File: src/rtl/xlat_pkg.sv
package xlat_pkg;
  typedef enum logic [1:0] {
    ST_IDLE  = 2'd0,
    ST_FETCH = 2'd1,
    ST_RESP  = 2'd2
  } xl_state_t;

  typedef enum logic [1:0] {
    FLT_NONE   = 2'b00,
    FLT_ABSENT = 2'b01,
    FLT_PERM   = 2'b10
  } xl_fault_t;
endpackage

File: src/rtl/xlat_addr_gen.sv
module xlat_addr_gen #(
  parameter int PA_W      = 12,
  parameter int VPN_W     = 8,
  parameter int PTE_BYTES = 2
) (
  input  logic [PA_W-1:0]  base_i,
  input  logic [VPN_W-1:0] vpn_i,
  output logic [PA_W-1:0]  addr_o
);
  logic [PA_W-1:0] scaled;

  always_comb begin
    scaled = PA_W'(vpn_i) * PA_W'(PTE_BYTES);
    addr_o = base_i + scaled;
  end
endmodule

File: src/rtl/xlat_pte_check.sv
module xlat_pte_check
  import xlat_pkg::*;
#(
  parameter int PPN_W = 6,
  parameter int OFF_W = 6
) (
  input  logic [PPN_W+3:0]       pte_i,
  input  logic [OFF_W-1:0]       off_i,
  input  logic                   is_write_i,
  input  logic                   is_super_i,
  output logic [PPN_W+OFF_W-1:0] paddr_o,
  output xl_fault_t              fault_o
);
  localparam int PRESENT_B = PPN_W;
  localparam int RD_B      = PPN_W + 1;
  localparam int WR_B      = PPN_W + 2;
  localparam int SUP_B     = PPN_W + 3;

  logic denied;

  always_comb begin
    denied = (pte_i[SUP_B] && !is_super_i) ||
             (!is_write_i && !pte_i[RD_B]) ||
             (is_write_i && !pte_i[WR_B]);

    // Absence outranks any permission problem.
    if (!pte_i[PRESENT_B]) begin
      fault_o = FLT_ABSENT;
    end else if (denied) begin
      fault_o = FLT_PERM;
    end else begin
      fault_o = FLT_NONE;
    end

    paddr_o = (fault_o == FLT_NONE) ? {pte_i[PPN_W-1:0], off_i} : '0;
  end
endmodule

File: src/rtl/xlat_unit.sv
module xlat_unit
  import xlat_pkg::*;
#(
  parameter int VA_W      = 14,
  parameter int PA_W      = 12,
  parameter int OFF_W     = 6,
  parameter int PTE_BYTES = 2
) (
  input  logic                   clk,
  input  logic                   rst_n,
  input  logic [PA_W-1:0]        pt_base,
  input  logic                   req_valid,
  output logic                   req_ready,
  input  logic [VA_W-1:0]        req_vaddr,
  input  logic                   req_write,
  input  logic                   req_super,
  output logic                   rsp_valid,
  input  logic                   rsp_ready,
  output logic [PA_W-1:0]        rsp_paddr,
  output logic [1:0]             rsp_fault,
  output logic                   busy,
  output logic                   mem_req,
  output logic [PA_W-1:0]        mem_addr,
  input  logic                   mem_ack,
  input  logic [PA_W-OFF_W+3:0]  mem_rdata
);
  localparam int VPN_W = VA_W - OFF_W;
  localparam int PPN_W = PA_W - OFF_W;

  xl_state_t       state;
  logic [VA_W-1:0] va_q;
  logic            wr_q;
  logic            sup_q;
  logic [PA_W-1:0] base_q;
  logic [PA_W-1:0] paddr_q;
  xl_fault_t       fault_q;

  logic [PA_W-1:0] chk_paddr;
  xl_fault_t       chk_fault;

  xlat_addr_gen #(
    .PA_W      (PA_W),
    .VPN_W     (VPN_W),
    .PTE_BYTES (PTE_BYTES)
  ) u_addr (
    .base_i (base_q),
    .vpn_i  (va_q[VA_W-1:OFF_W]),
    .addr_o (mem_addr)
  );

  xlat_pte_check #(
    .PPN_W (PPN_W),
    .OFF_W (OFF_W)
  ) u_check (
    .pte_i      (mem_rdata),
    .off_i      (va_q[OFF_W-1:0]),
    .is_write_i (wr_q),
    .is_super_i (sup_q),
    .paddr_o    (chk_paddr),
    .fault_o    (chk_fault)
  );

  always_ff @(posedge clk) begin
    if (!rst_n) begin
      state   <= ST_IDLE;
      va_q    <= '0;
      wr_q    <= 1'b0;
      sup_q   <= 1'b0;
      base_q  <= '0;
      paddr_q <= '0;
      fault_q <= FLT_NONE;
    end else begin
      unique case (state)
        ST_IDLE: begin
          if (req_valid) begin
            va_q   <= req_vaddr;
            wr_q   <= req_write;
            sup_q  <= req_super;
            base_q <= pt_base;
            state  <= ST_FETCH;
          end
        end
        ST_FETCH: begin
          if (mem_ack) begin
            paddr_q <= chk_paddr;
            fault_q <= chk_fault;
            state   <= ST_RESP;
          end
        end
        ST_RESP: begin
          if (rsp_ready) begin
            state <= ST_IDLE;
          end
        end
        default: state <= ST_IDLE;
      endcase
    end
  end

  always_comb begin
    req_ready = (state == ST_IDLE);
    busy      = (state != ST_IDLE);
    mem_req   = (state == ST_FETCH);
    rsp_valid = (state == ST_RESP);
    rsp_paddr = paddr_q;
    rsp_fault = fault_q;
  end
endmodule

File: config.mk
export PLATFORM = sky130hd
export DESIGN_NAME = xlat_unit
export DESIGN_NICKNAME = d
export VERILOG_FILES = /design/src/rtl/xlat_pkg.sv /design/src/rtl/xlat_addr_gen.sv /design/src/rtl/xlat_pte_check.sv /design/src/rtl/xlat_unit.sv
export SDC_FILE = /design/constraint.sdc
export NUM_CORES = 1
export LEC_CHECK = 0
export ABC_AREA = 1
export BUFFER_PORTS_ARGS = -buffer_cell sky130_fd_sc_hd__buf_2
export CAP_MARGIN = 20
export CORE_ASPECT_RATIO = 1.25
export CORE_MARGIN = 2
export CORE_UTILIZATION = 45
export DETAILED_ROUTE_END_ITERATION = 8
export PLACE_DENSITY = 0.72
export SLEW_MARGIN = 25
export SYNTH_ARGS = -nofsm -noshare
export SYNTH_HDL_FRONTEND = slang
export SYNTH_SLANG_ARGS = --single-unit
File: constraint.sdc
create_clock -name clk -period 2.5 [get_ports clk]
set_clock_uncertainty 0.05 [all_clocks]
set_input_delay 0.5 -clock clk [delete_from_list [all_inputs] [get_ports clk]]
set_output_delay 0.5 -clock clk [all_outputs]
set_load 0.005 [all_outputs]
## Word-level counts from Yosys, hierarchy flattened

Cells that the tools add are included.

- Multiplexer cells: 7
- $lt $le $gt $ge: 0
- Equal/unequal tests: 5
- Bitwise operators: 0
- Shift-type cells: 0
- Divide/modulo/power cells: 0
- Add/subtract/negate cells: 1
- Reductions and logical operators: 15
- $mul: 0

Operator list:

| kind | count |
|---|---|
| adder 12 x 9 -> 12 bit | 1 |
| 2-to-1 mux 12 bit | 1 |
| 2-to-1 mux 2 bit | 5 |
| case mux 2 bit (3 select lines) | 1 |
| logical NOT 1 bit | 4 |
| logical NOT 2 bit | 2 |
| != test 2 x 1 -> 1 bit, second input constant | 2 |
| AND reduction 2 bit | 2 |
| logical AND 1 bit | 3 |
| AND reduction 3 bit | 1 |
| equality test 2 x 1 -> 1 bit, second input constant | 1 |
| equality test 2 bit, second input constant | 1 |
| logical OR 1 bit | 2 |
| != test 2 bit, second input constant | 1 |
| nonzero test 2 bit | 1 |

- Memories kept: 0
- Bits in read-only memories: 0
- Bits in latches: 0
- Memory bits (writable): 0
- Output and inout bits: 30
- Word-level logic and storage cells: 35
- Flip-flop bits (word level): 44

## Depth between registers and ports, before layout

Gate-level depths: netlist of run 1.

- Word-level depth: 8
- Depth in mapped cells: 10

## Modules after synthesis

Synthesis of run 1 repeated with hierarchy kept, for this count alone.

- Cell total of the unflattened synthesis: 421
- Area total of the unflattened synthesis: 2622.5 um^2

Modules (own cells, without submodules):

| module | cells an instance | instances | area an instance (um^2) | seq. area each (um^2) |
|---|---|---|---|---|
| xlat_unit | 289 | 1 | 1933.1 | 880.8 |
| xlat_addr_gen | 98 | 1 | 514.2 | 0.0 |
| xlat_pte_check | 34 | 1 | 175.2 | 0.0 |

## Worst setup path before layout of run 1

OpenSTA, ideal clock, no wires.

- Kind: flip-flop to output port
- From: register base_q[1]
- To: output mem_addr[9]
- Cell stages (with the launch flop): 11
- Slack: 0.549 ns
- Data arrival time: 1.401 ns
- Path through: dfxtp_1 -> ha_1 -> inv_1 -> fa_1 -> inv_1 -> nand3_1 -> nand3_1 -> nand2_1 -> nand2_1 -> nand2_1 -> nand2_1

- Cells in the longest elaborated chain, start to end: 1

Ends and longest elaborated chain:

| what | RTL line | text |
|---|---|---|
| from (decl) | xlat_unit.sv:34 | `logic [PA_W-1:0] base_q;` |
| from (signal assigned) | xlat_unit.sv:79 | `base_q <= pt_base;` |
| adder 12 x 9 -> 12 bit | xlat_addr_gen.sv:14 | `addr_o = base_i + scaled;` |
| to (decl) | xlat_unit.sv:23 | `output logic [PA_W-1:0] mem_addr,` |

No other way between the ends.

## Worst setup path in the final report of run 1

- From: register base_q[1]
- To: output mem_addr[7]

Same word-level chain as after synthesis.

==> run summary, run 1 <==
status: finished clean
Port Buffers: 72
Fill cells: 461
initial DRC count: 61
Worst path slowest cell: dfxtp_2
Vias/cell: 4.846
CTS tree: built
Reg2Reg Setup Slack: 1.04 ns
Reg area: 883.3 um2
vias in the first global route: 1935
initial antenna violation count: 0
vias: 2050
Core Region: 4459 um2
HPWL after DPL: 3715 um
crit path capture type: output port
CP dominant cell by count: nand2_1
worst skew pair latency: 0.30 ns
gp weighted congestion: 0.7909
commonest cells after routing, fill and taps aside: buf_2, nand2_1, nor2_1
nets: 416
f_max: 423.2 MHz
sequential share of the synthesized area: 0.4190
Vert. Die Dim: 80.42 um
largest net degree at the start of global routing: 30
Critical Path Fanout Max: 3
worst vdd ir: 0.3696 mV
syn_area_per_cell: 7.101 um2
drt total wl: 4905 um
placed cell area: 2481 um2
CTS Hold Bufs: 0
final hold slack: 0.3846 ns
Clock Pin Slew Worst Setup and Hold Paths: 0.08 ns
Largest stage delay, worst path: 0.36 ns
H-Tree Level Count: 2
Post-Syn Nets: 348
DIE WIDTH: 65.13 um
Critical Path AT: 1.81 ns
Syn-to-layout area delta: 24.88%
Fin. Hold Viols: 0
commonest non-fill, non-tap cell in the layout: buf_2
#FFs+latches synth: 44
Detailed Routing Iterations Pass 1: 4
final non-filler cell area: 2625 um2
Finish-stage setup viols: 0
RSZ-0062 raised after global routing: false
Starting Density: 0.4714
Rel. slew slack: 0.6764
DRC viols: 0
unique cell type count in the Yosys netlist: 27
area of the multi-input gates: 1067 um2
clk root buf: clkbuf_8
DIE AREA: 5237 um2
routed len/inst: 11.60 um
layout cell share with drive strength beyond 1: 0.2575
Crit Path Category: register to output port
worst path required time: 1.95 ns
PwrDens: 633.7 nW/um2
yosys warns: 0
max-slew violations: 0
Largest delay share family, worst path: adder cells
final worst path period share: 0.9451
Worst Tran Pin Value: 0.4849 ns
Final min period: 2.363 ns
first-pass GRT wire length: 8293 um
min-delay worst type: primary input to register
max cap viols: 0
TritonCTS buffer count: 5
final antenna-violating net count: 0
Post-Syn Instances: 296
critical path buffer and inverter count: 3
setup_tns: 0 ns
n_diodes: 0
Startpoint Class: register
# clock sinks: 44
Rows: 27
clk buf depth: 2
post-synthesis cell area: 2102 um2
crit path cell chain: ha_4, inv_1, fa_2, inv_1, nand3_1, nand3_2, nand2_1, nand2_1, nand2_1, nand2_1, buf_2
Total GRT Usage: 0.2025
static leakage: 1.339 nW
I/O Pins: 73
total global routing overflow: 0
## synth_stat cells
library cell,number,share of area
xor2_1,3,0.013
clkbuf_1,4,0.0071
buf_6,1,0.0054
nor2_2,1,0.0030
inv_1,26,0.046
nand2_1,56,0.10
a211oi_1,1,0.0036
o21bai_1,1,0.0036
o21ai_1,20,0.048
nand2_2,1,0.0030
nor2_1,55,0.098
nor2_8,1,0.0095
fa_1,1,0.0095
inv_2,2,0.0036
nand4_1,2,0.0060
clkbuf_2,1,0.0024
xnor2_1,1,0.0042
nand3_1,23,0.055
nor2_4,1,0.0054
buf_2,6,0.014
a21boi_0,1,0.0036
ha_1,8,0.048
dfxtp_1,44,0.42
a21oi_1,24,0.057
nand2_4,1,0.0054
o21ai_0,10,0.024
buf_4,1,0.0036
## worst reg2reg max path, stage by stage, from the launching register on
cell	delay [ns]
dfxtp_1	0.36
nor2_2	0.16
nand2_2	0.24
buf_4	0.29
o21ai_0	0.19
nor2_1	0.05
## metrics by stage
step,total power [mW],utilization,std cells,setup WS [ns]
CTS,1.679,0.5847,423,0.03176
global route,1.757,0.5887,423,0.03469
detailed placement,1.109,0.5564,415,0.3183
global placement,1.105,0.5564,415,0.3764
finish,1.663,0.5887,423,0.1372
floorplan,0.9913,-,296,0.5490
## report_power, final
group	internal [mW]	switching (mW)	total, mW
combinational	0.135	0.184	0.319
sequential	0.748	0.0283	0.776
clock	0.327	0.242	0.569
total	1.21	0.454	1.66
## final cells by class
type                            instances  share of cell area
Multi-Input combinational cell        211              0.4066
Sequential cell                        44              0.3365
Timing Repair Buffer                   74              0.1430
Inverter                               28             0.04004
Clock buffer                            6             0.03146
Tap cell                               58             0.02765
Clock inverter                          2             0.01478
## flip-flops by register name (all words and copies together) (netlist names)
name,cells
wr_q,1
sup_q,1
state,2
base_q,12
va_q,14
rsp_fault,2
rsp_paddr,12
## routing by layer
layer / vias up / routed length [um] / track usage
li1: 1087 / - / -
met1: 908 / 2031 / 0.2271
met2: 48 / 2486 / 0.3619
met3: 7 / 305 / 0.05742
met4: 0 / 81 / 0.07500
met5: - / 0 / 0
## final timing paths
path | start | end | depth (start not counted)
setup / recovery | base_q[1] | mem_addr[7] | 11
hold / removal | pt_base[6] | base_q[6] | 3
setup reg to reg | state[1] | base_q[3] | 5
hold reg to reg | rsp_paddr[8] | rsp_paddr[8] | 2
## repair_timing
item                       in CTS  in global routing
buffers inserted                0                  0
gates cloned                    0                  0
setup endpoints to repair       2                  3
gates resized for setup         1                  5
## cell families (layout without fill, tap and decap cells)
family / after synthesis / after routing / share of synthesized area
AOI/OAI and AO/OA: 57 / 57 / 0.1393
xor gates and xnor gates: 4 / 4 / 0.01667
adders and majority gates: 9 / 9 / 0.05715
buffers and inverters: 41 / 110 / 0.08273
DFF: 44 / 44 / 0.4190
and+or+nand+nor: 141 / 141 / 0.2851
No activity file was read; power rests on OpenSTA's default activity.
==> run 2, diff against run 1 <==
--- a/config.mk
+++ b/config.mk
@@ -12,7 +12,7 @@
 export CORE_MARGIN = 2
 export CORE_UTILIZATION = 45
 export DETAILED_ROUTE_END_ITERATION = 8
-export PLACE_DENSITY = 0.72
+export PLACE_DENSITY = 0.75
 export SLEW_MARGIN = 25
 export SYNTH_ARGS = -nofsm -noshare
 export SYNTH_HDL_FRONTEND = slang
==> constraint.sdc (replaced) <==
create_clock -name clk -period 1.9 [get_ports clk]
set_clock_uncertainty 0.05 [all_clocks]
set_input_delay 0.38 -clock clk [delete_from_list [all_inputs] [get_ports clk]]
set_output_delay 0.38 -clock clk [all_outputs]
set_load 0.005 [all_outputs]
==> run summary, run 2 (synthesized netlist as in run 1, its figures left out) <==
clock share of power: 0.311 (was 0.342)
DIE AREA: 5237 um2 (unchanged)
Clock Pin Slew Worst Setup and Hold Paths: 0.08 ns (about the same)
Starting Density: 0.4714 (unchanged)
DRC viols: 0 (unchanged)
Crit Path Category: register to output port (unchanged)
Vert. Die Dim: 80.42 um (unchanged)
Fill cells: 381 (was 461)
Internal: 1.704 mW (was 1.209 mW)
first-pass GRT wire length: 9018 um (was 8293 um)
Vias/cell: 5.082 (was 4.846)
clk buf depth: 2 (unchanged)
gp weighted congestion: 0.8331 (was 0.7909)
total global routing overflow: 0 (unchanged)
HPWL after DPL: 3829 um (was 3715 um)
final antenna-violating net count: 0 (unchanged)
n_diodes: 0 (unchanged)
static leakage: 1.473 nW (was 1.339 nW)
final worst path period share: 1.155
Util after Layout: 0.6810 (was 0.5887)
max-slew violations: 0 (unchanged)
Hold Startpoint: pt_base[0] (was pt_base[6])
Finish-stage setup viols: 10 (was 0)
vias in the first global route: 2091 (was 1935)
initial DRC count: 132 (was 61)
CP dominant cell by count: nand2_1 (unchanged)
commonest cells after routing, fill and taps aside: buf_2, nor2_1, nand2_1 (was buf_2, nand2_1, nor2_1)
Fin. Hold Viols: 0 (unchanged)
Design Power: 2.387 mW (was 1.663 mW)
max cap viols: 0 (unchanged)
Critical Path Fanout Max: 3 (unchanged)
DIE WIDTH: 65.13 um (unchanged)
Comb power frac: 0.252 (was 0.192)
status: complete, but fails checks (was finished clean)
crit path capture type: output port (unchanged)
largest net degree at the start of global routing: 29 (was 30)
layout cell share with drive strength beyond 1: 0.4226 (was 0.2575)
setup_tns: -1.715 ns (was 0 ns)
TritonCTS buffer count: 5 (unchanged)
Final min period: 2.194 ns
Biggest register: va_q (unchanged)
CP Launch Point: base_q[1] (unchanged)
Detailed Routing Iterations Pass 1: 4 (unchanged)
final non-filler cell area: 3037 um2 (was 2625 um2)
Worst path slowest cell: dfxtp_2 (unchanged)
final setup margin: -0.2939 ns (was 0.1372 ns)
H-Tree Level Count: 2 (unchanged)
Port Buffers: 72 (unchanged)
nets: 432 (was 416)
worst skew pair latency: 0.29 ns (was 0.30 ns)
RSZ-0062 raised after global routing: true (was false)
routed len/inst: 13.39 um (was 11.60 um)
commonest non-fill, non-tap cell in the layout: buf_2 (unchanged)
Total GRT Usage: 0.2219 (was 0.2025)
Largest register FFs: 14 (unchanged)
Worst Tran Pin Value: 0.4779 ns (was 0.4849 ns)
Startpoint Class: register (unchanged)
Net Sw Frac: 0.2863 (was 0.2731)
f_max: 455.8 MHz
Sequential Power Share: 0.438 (was 0.466)
placed cell area: 2511 um2 (was 2481 um2)
Sw Pwr: 0.6833 mW (was 0.4543 mW)
worst r2r src: state[1] (unchanged)
Syn-to-layout area delta: 44.46% (was 24.88%)
Largest stage delay, worst path: 0.36 ns (about the same)
drt total wl: 5879 um (was 4905 um)
I/O Pins: 73 (unchanged)
Core Region: 4459 um2 (unchanged)
Critical Path AT: 1.76 ns (was 1.81 ns)
Rows: 27 (unchanged)
vias: 2231 (was 2050)
clk root buf: clkbuf_8 (unchanged)
initial antenna violation count: 0 (unchanged)
failing checks: setup timing
worst path required time: 1.47 ns (was 1.95 ns)
# clock sinks: 44 (unchanged)
PwrDens: 786.1 nW/um2 (was 633.7 nW/um2)
Reg2Reg Setup Slack: 0.49 ns (was 1.04 ns)
Rel. slew slack: 0.6811 (was 0.6764)
worst vdd ir: 0.5840 mV (was 0.3696 mV)
min-delay worst type: primary input to register (unchanged)
final hold slack: 0.2683 ns (was 0.3846 ns)
CTS tree: built (unchanged)
crit path cell chain: ha_4, inv_2, fa_2, inv_2, nand3_2, nand3_4, nand2_2, nand2_1, nand2_1, nand2_1, buf_2 (was ha_4, inv_1, fa_2, inv_1, nand3_1, nand3_2, nand2_1, nand2_1, nand2_1, nand2_1, buf_2)
run 2: power groups by stage:
stage	clock (mW)	combinational [mW]	sequential [mW]
global route	0.785	0.657	1.05
global placement	0	0.416	1.04
detailed placement	0	0.422	1.04
floorplan	0	0.273	1.03
CTS	0.750	0.526	1.04
finish	0.742	0.600	1.04
run 2: layout make-up:
cell class,count,area [um2],share of cell area
inverter,28,105.1,0.03461
timing repair buffer,90,513.0,0.1689
clock inverter,2,38.79,0.01277
sequential,44,903.4,0.2975
clock buffer,6,82.58,0.02719
tap,58,72.57,0.02390
multi-input combinational,211,1321,0.4351
run 2: worst paths after layout:
| path | endpoint | depth (start not counted) |
|---|---|---|
| setup / recovery | mem_addr[9] | 11 |
| hold / removal | base_q[0] | 3 |
| setup reg to reg | base_q[3] | 5 |
| hold reg to reg | rsp_paddr[9] | 2 |
run 2: timing repair:
| action | in CTS | in global routing |
|---|---|---|
| hold buffers | 0 | 0 |
| pin swaps | 16 | 20 |
| hold endpoints to repair | 0 | 0 |
| gates resized for setup | 50 | 27 |
| setup buffers | 9 | 3 |
| endpoints found under the setup margin | 10 | 10 |
run 2: worst max-delay path, delay by kind of cell (launching register included):
family        cells  cell delay (ns)
flops             1             0.36
simple gates      6             0.40
buf+inv           3             0.22
fa+ha+maj         2             0.49
run 2: metal layers:
metal,global-route usage,vias up,routed length (um)
li1,-,1118,-
met1,0.2435,1025,2247
met2,0.4144,74,3133
met3,0.05322,14,375
met4,0.07292,0,123
met5,0,-,0
run 2: metrics by stage:
| stage | instances | worst slack, ns |
|---|---|---|
| after global routing | 439 | -0.3800 |
| after floorplan | 296 | 0.06904 |
| after CTS | 436 | -0.2768 |
| final | 439 | -0.2939 |
| after global placement | 419 | -0.06686 |
| after detailed placement | 419 | -0.1025 |
==> run 3, diff against run 2 <==
--- a/config.mk
+++ b/config.mk
@@ -12,8 +12,9 @@
 export CORE_MARGIN = 2
 export CORE_UTILIZATION = 45
 export DETAILED_ROUTE_END_ITERATION = 8
-export PLACE_DENSITY = 0.75
+export PLACE_DENSITY = 0.72
 export SLEW_MARGIN = 25
 export SYNTH_ARGS = -nofsm -noshare
 export SYNTH_HDL_FRONTEND = slang
+export SYNTH_HIERARCHICAL = 1
 export SYNTH_SLANG_ARGS = --single-unit
==> run summary, run 3 <==
min-delay worst type: primary input to register (unchanged)
static leakage: 1.937 nW (was 1.473 nW)
crit path capture type: output port (unchanged)
Fill cells: 567 (was 381)
worst path required time: 1.47 ns (about the same)
Synth Flop Type: dfxtp_1 (unchanged)
Vert. Die Dim: 89.35 um (was 80.42 um)
post-synthesis cell area: 2623 um2 (was 2102 um2)
drt total wl: 6016 um (was 5879 um)
Reg area: 900.9 um2 (was 903.4 um2)
top cells by count, synth: nand2_1, inv_1, nor2_1, dfxtp_1, nand3_1 (was nand2_1, nor2_1, dfxtp_1, inv_1, a21oi_1)
worst skew pair latency: 0.29 ns (about the same)
initial antenna violation count: 0 (unchanged)
clk root buf: clkbuf_8 (unchanged)
yosys warns: 6 (was 0)
Critical Path Fanout Max: 3 (unchanged)
H-Tree Level Count: 2 (unchanged)
CTS tree: built (unchanged)
Worst Tran Pin Value: 0.4054 ns (was 0.4779 ns)
first-pass GRT wire length: 9535 um (was 9018 um)
vias in the first global route: 2304 (was 2091)
nets: 545 (was 432)
total global routing overflow: 0 (unchanged)
vias: 2616 (was 2231)
Rel. slew slack: 0.7294 (was 0.6811)
placed cell area: 3027 um2 (was 2511 um2)
setup_tns: -1.467 ns (was -1.715 ns)
RSZ-0062 raised after global routing: true (unchanged)
Total GRT Usage: 0.1834 (was 0.2219)
max cap viols: 0 (unchanged)
Biggest register: va_q (unchanged)
synth top area cells: dfxtp_1, nand2_1, inv_1 (was dfxtp_1, nand2_1, nor2_1)
TritonCTS buffer count: 5 (unchanged)
syn_area_per_cell: 6.229 um2 (was 7.101 um2)
Largest register FFs: 14 (unchanged)
DRC viols: 0 (unchanged)
#FFs+latches synth: 44 (unchanged)
Reg2Reg Setup Slack: 0.62 ns (was 0.49 ns)
Vias/cell: 4.671 (was 5.082)
PwrDens: 676.5 nW/um2 (was 786.1 nW/um2)
HPWL after DPL: 3893 um (was 3829 um)
layout cell share with drive strength beyond 1: 0.3320 (was 0.4226)
Critical Path AT: 1.75 ns (was 1.76 ns)
Clock Pin Slew Worst Setup and Hold Paths: 0.07 ns (was 0.08 ns)
Startpoint Class: register (unchanged)
Final min period: 2.183 ns (was 2.194 ns)
Core Region: 5702 um2 (was 4459 um2)
n_diodes: 0 (unchanged)
sequential share of the synthesized area: 0.3359 (was 0.4190)
# clock sinks: 44 (unchanged)
Syn-to-layout area delta: 30.82% (was 44.46%)
Fin. Hold Viols: 0 (unchanged)
gp weighted congestion: 0.8169 (was 0.8331)
commonest non-fill, non-tap cell in the layout: nand2_1 (was buf_2)
Detailed Routing Iterations Pass 1: 4 (unchanged)
Post-synth EDFFs: 0 (unchanged)
Port Buffers: 72 (unchanged)
clk buf depth: 2 (unchanged)
status: complete, but fails checks (unchanged)
DIE WIDTH: 72.28 um (was 65.13 um)
DIE AREA: 6458 um2 (was 5237 um2)
I/O Pins: 73 (unchanged)
final worst path period share: 1.149 (was 1.155)
area of the multi-input gates: 1535 um2 (was 1321 um2)
Post-Syn Nets: 473 (was 348)
final non-filler cell area: 3431 um2 (was 3037 um2)
max-slew violations: 0 (unchanged)
ys async rst share: 0 (unchanged)
final antenna-violating net count: 0 (unchanged)
Starting Density: 0.4600 (was 0.4714)
Util after Layout: 0.6017 (was 0.6810)
Post-Syn Instances: 421 (was 296)
final hold slack: 0.2998 ns (was 0.2683 ns)
area share of the largest cell type after synthesis: 0.3359 (was 0.4190)
most common cell in the synthesized netlist: nand2_1 (unchanged)
routed len/inst: 10.74 um (was 13.39 um)
area leader, netlist: dfxtp_1 (unchanged)
commonest cells after routing, fill and taps aside: nand2_1, inv_1, buf_2 (was buf_2, nor2_1, nand2_1)
unique cell type count in the Yosys netlist: 23 (was 27)
worst vdd ir: 0.3971 mV (was 0.5840 mV)
initial DRC count: 125 (was 132)
Finish-stage setup viols: 9 (was 10)
Rows: 31 (was 27)
final setup margin: -0.2826 ns (was -0.2939 ns)
Crit Path Category: register to output port (unchanged)
f_max: 458.2 MHz (was 455.8 MHz)
failing checks: setup timing (unchanged)
largest net degree at the start of global routing: 58 (was 29)
[run 3: what timing repair did]
action                     CTS  global route
hold buffers                 0             0
buffers inserted             3             5
setup endpoints to repair   10            10
gates resized for setup     49            19
pin swaps                   10            13
[run 3: layer usage]
layer  wire length [um]  up-vias  part of all wire  track usage
met5                  0        -                 0            0
met4                183        0             0.030      0.09091
met3                324       17             0.054      0.04059
met2               2880       71              0.48       0.3153
met1               2628     1119              0.44       0.2147
li1                   -     1409                 -            -
[run 3: worst paths after layout]
| path | startpoint | end | cells past startpoint |
|---|---|---|---|
| hold / removal | rsp_ready | state[1] | 4 |
| setup / recovery | base_q[1] | mem_addr[9] | 11 |
| setup reg to reg | wr_q | rsp_paddr[11] | 6 |
| hold reg to reg | va_q[4] | va_q[4] | 2 |
[run 3: power by group]
| group | switching [mW] | total, mW | leakage (nW) | internal, mW |
|---|---|---|---|---|
| Clock | 0.291 | 0.588 | 0.0455 | 0.297 |
| Combinational | 0.355 | 0.668 | 1.52 | 0.313 |
| Sequential | 0.0609 | 1.07 | 0.368 | 1.00 |
[run 3: cells by family after synthesis]
group / after synthesis / synth area share
adder cells (fa/ha/maj): 9 / 0.04580
AND/OR/NAND/NOR: 227 / 0.3683
XOR/XNOR: 4 / 0.01336
buffers and inverters: 102 / 0.1665
flip-flops: 44 / 0.3359
AO/OA/AOI/OAI: 35 / 0.07013
[run 3: cell type report]
class,instances,share of cell area
repair buffers,87,0.1521
multi-input cells,275,0.4475
clock buffers,8,0.02626
inverters,80,0.08753
flip-flops and latches,44,0.2626
well taps,66,0.02407
[run 3: stage by stage]
| stage | setup WS [ns] | instances | power, mW |
|---|---|---|---|
| after floorplan | 0.06894 | 421 | 1.446 |
| after global placement | -0.06388 | 545 | 1.613 |
| after detailed placement | -0.1123 | 545 | 1.623 |
| after CTS | -0.2803 | 556 | 2.296 |
| after global routing | -0.3565 | 560 | 2.492 |
| final | -0.2826 | 560 | 2.321 |
[run 3: critical path, cell delays in order (launching register included)]
cell and delay (ns):
dfxtp_2 0.35, ha_4 0.14, inv_2 0.03, fa_2 0.36, inv_2 0.09, nand3_2 0.09, nand3_4 0.10, nand2_2 0.06
nand2_1 0.06, nand2_1 0.04, nand2_1 0.04, buf_2 0.10
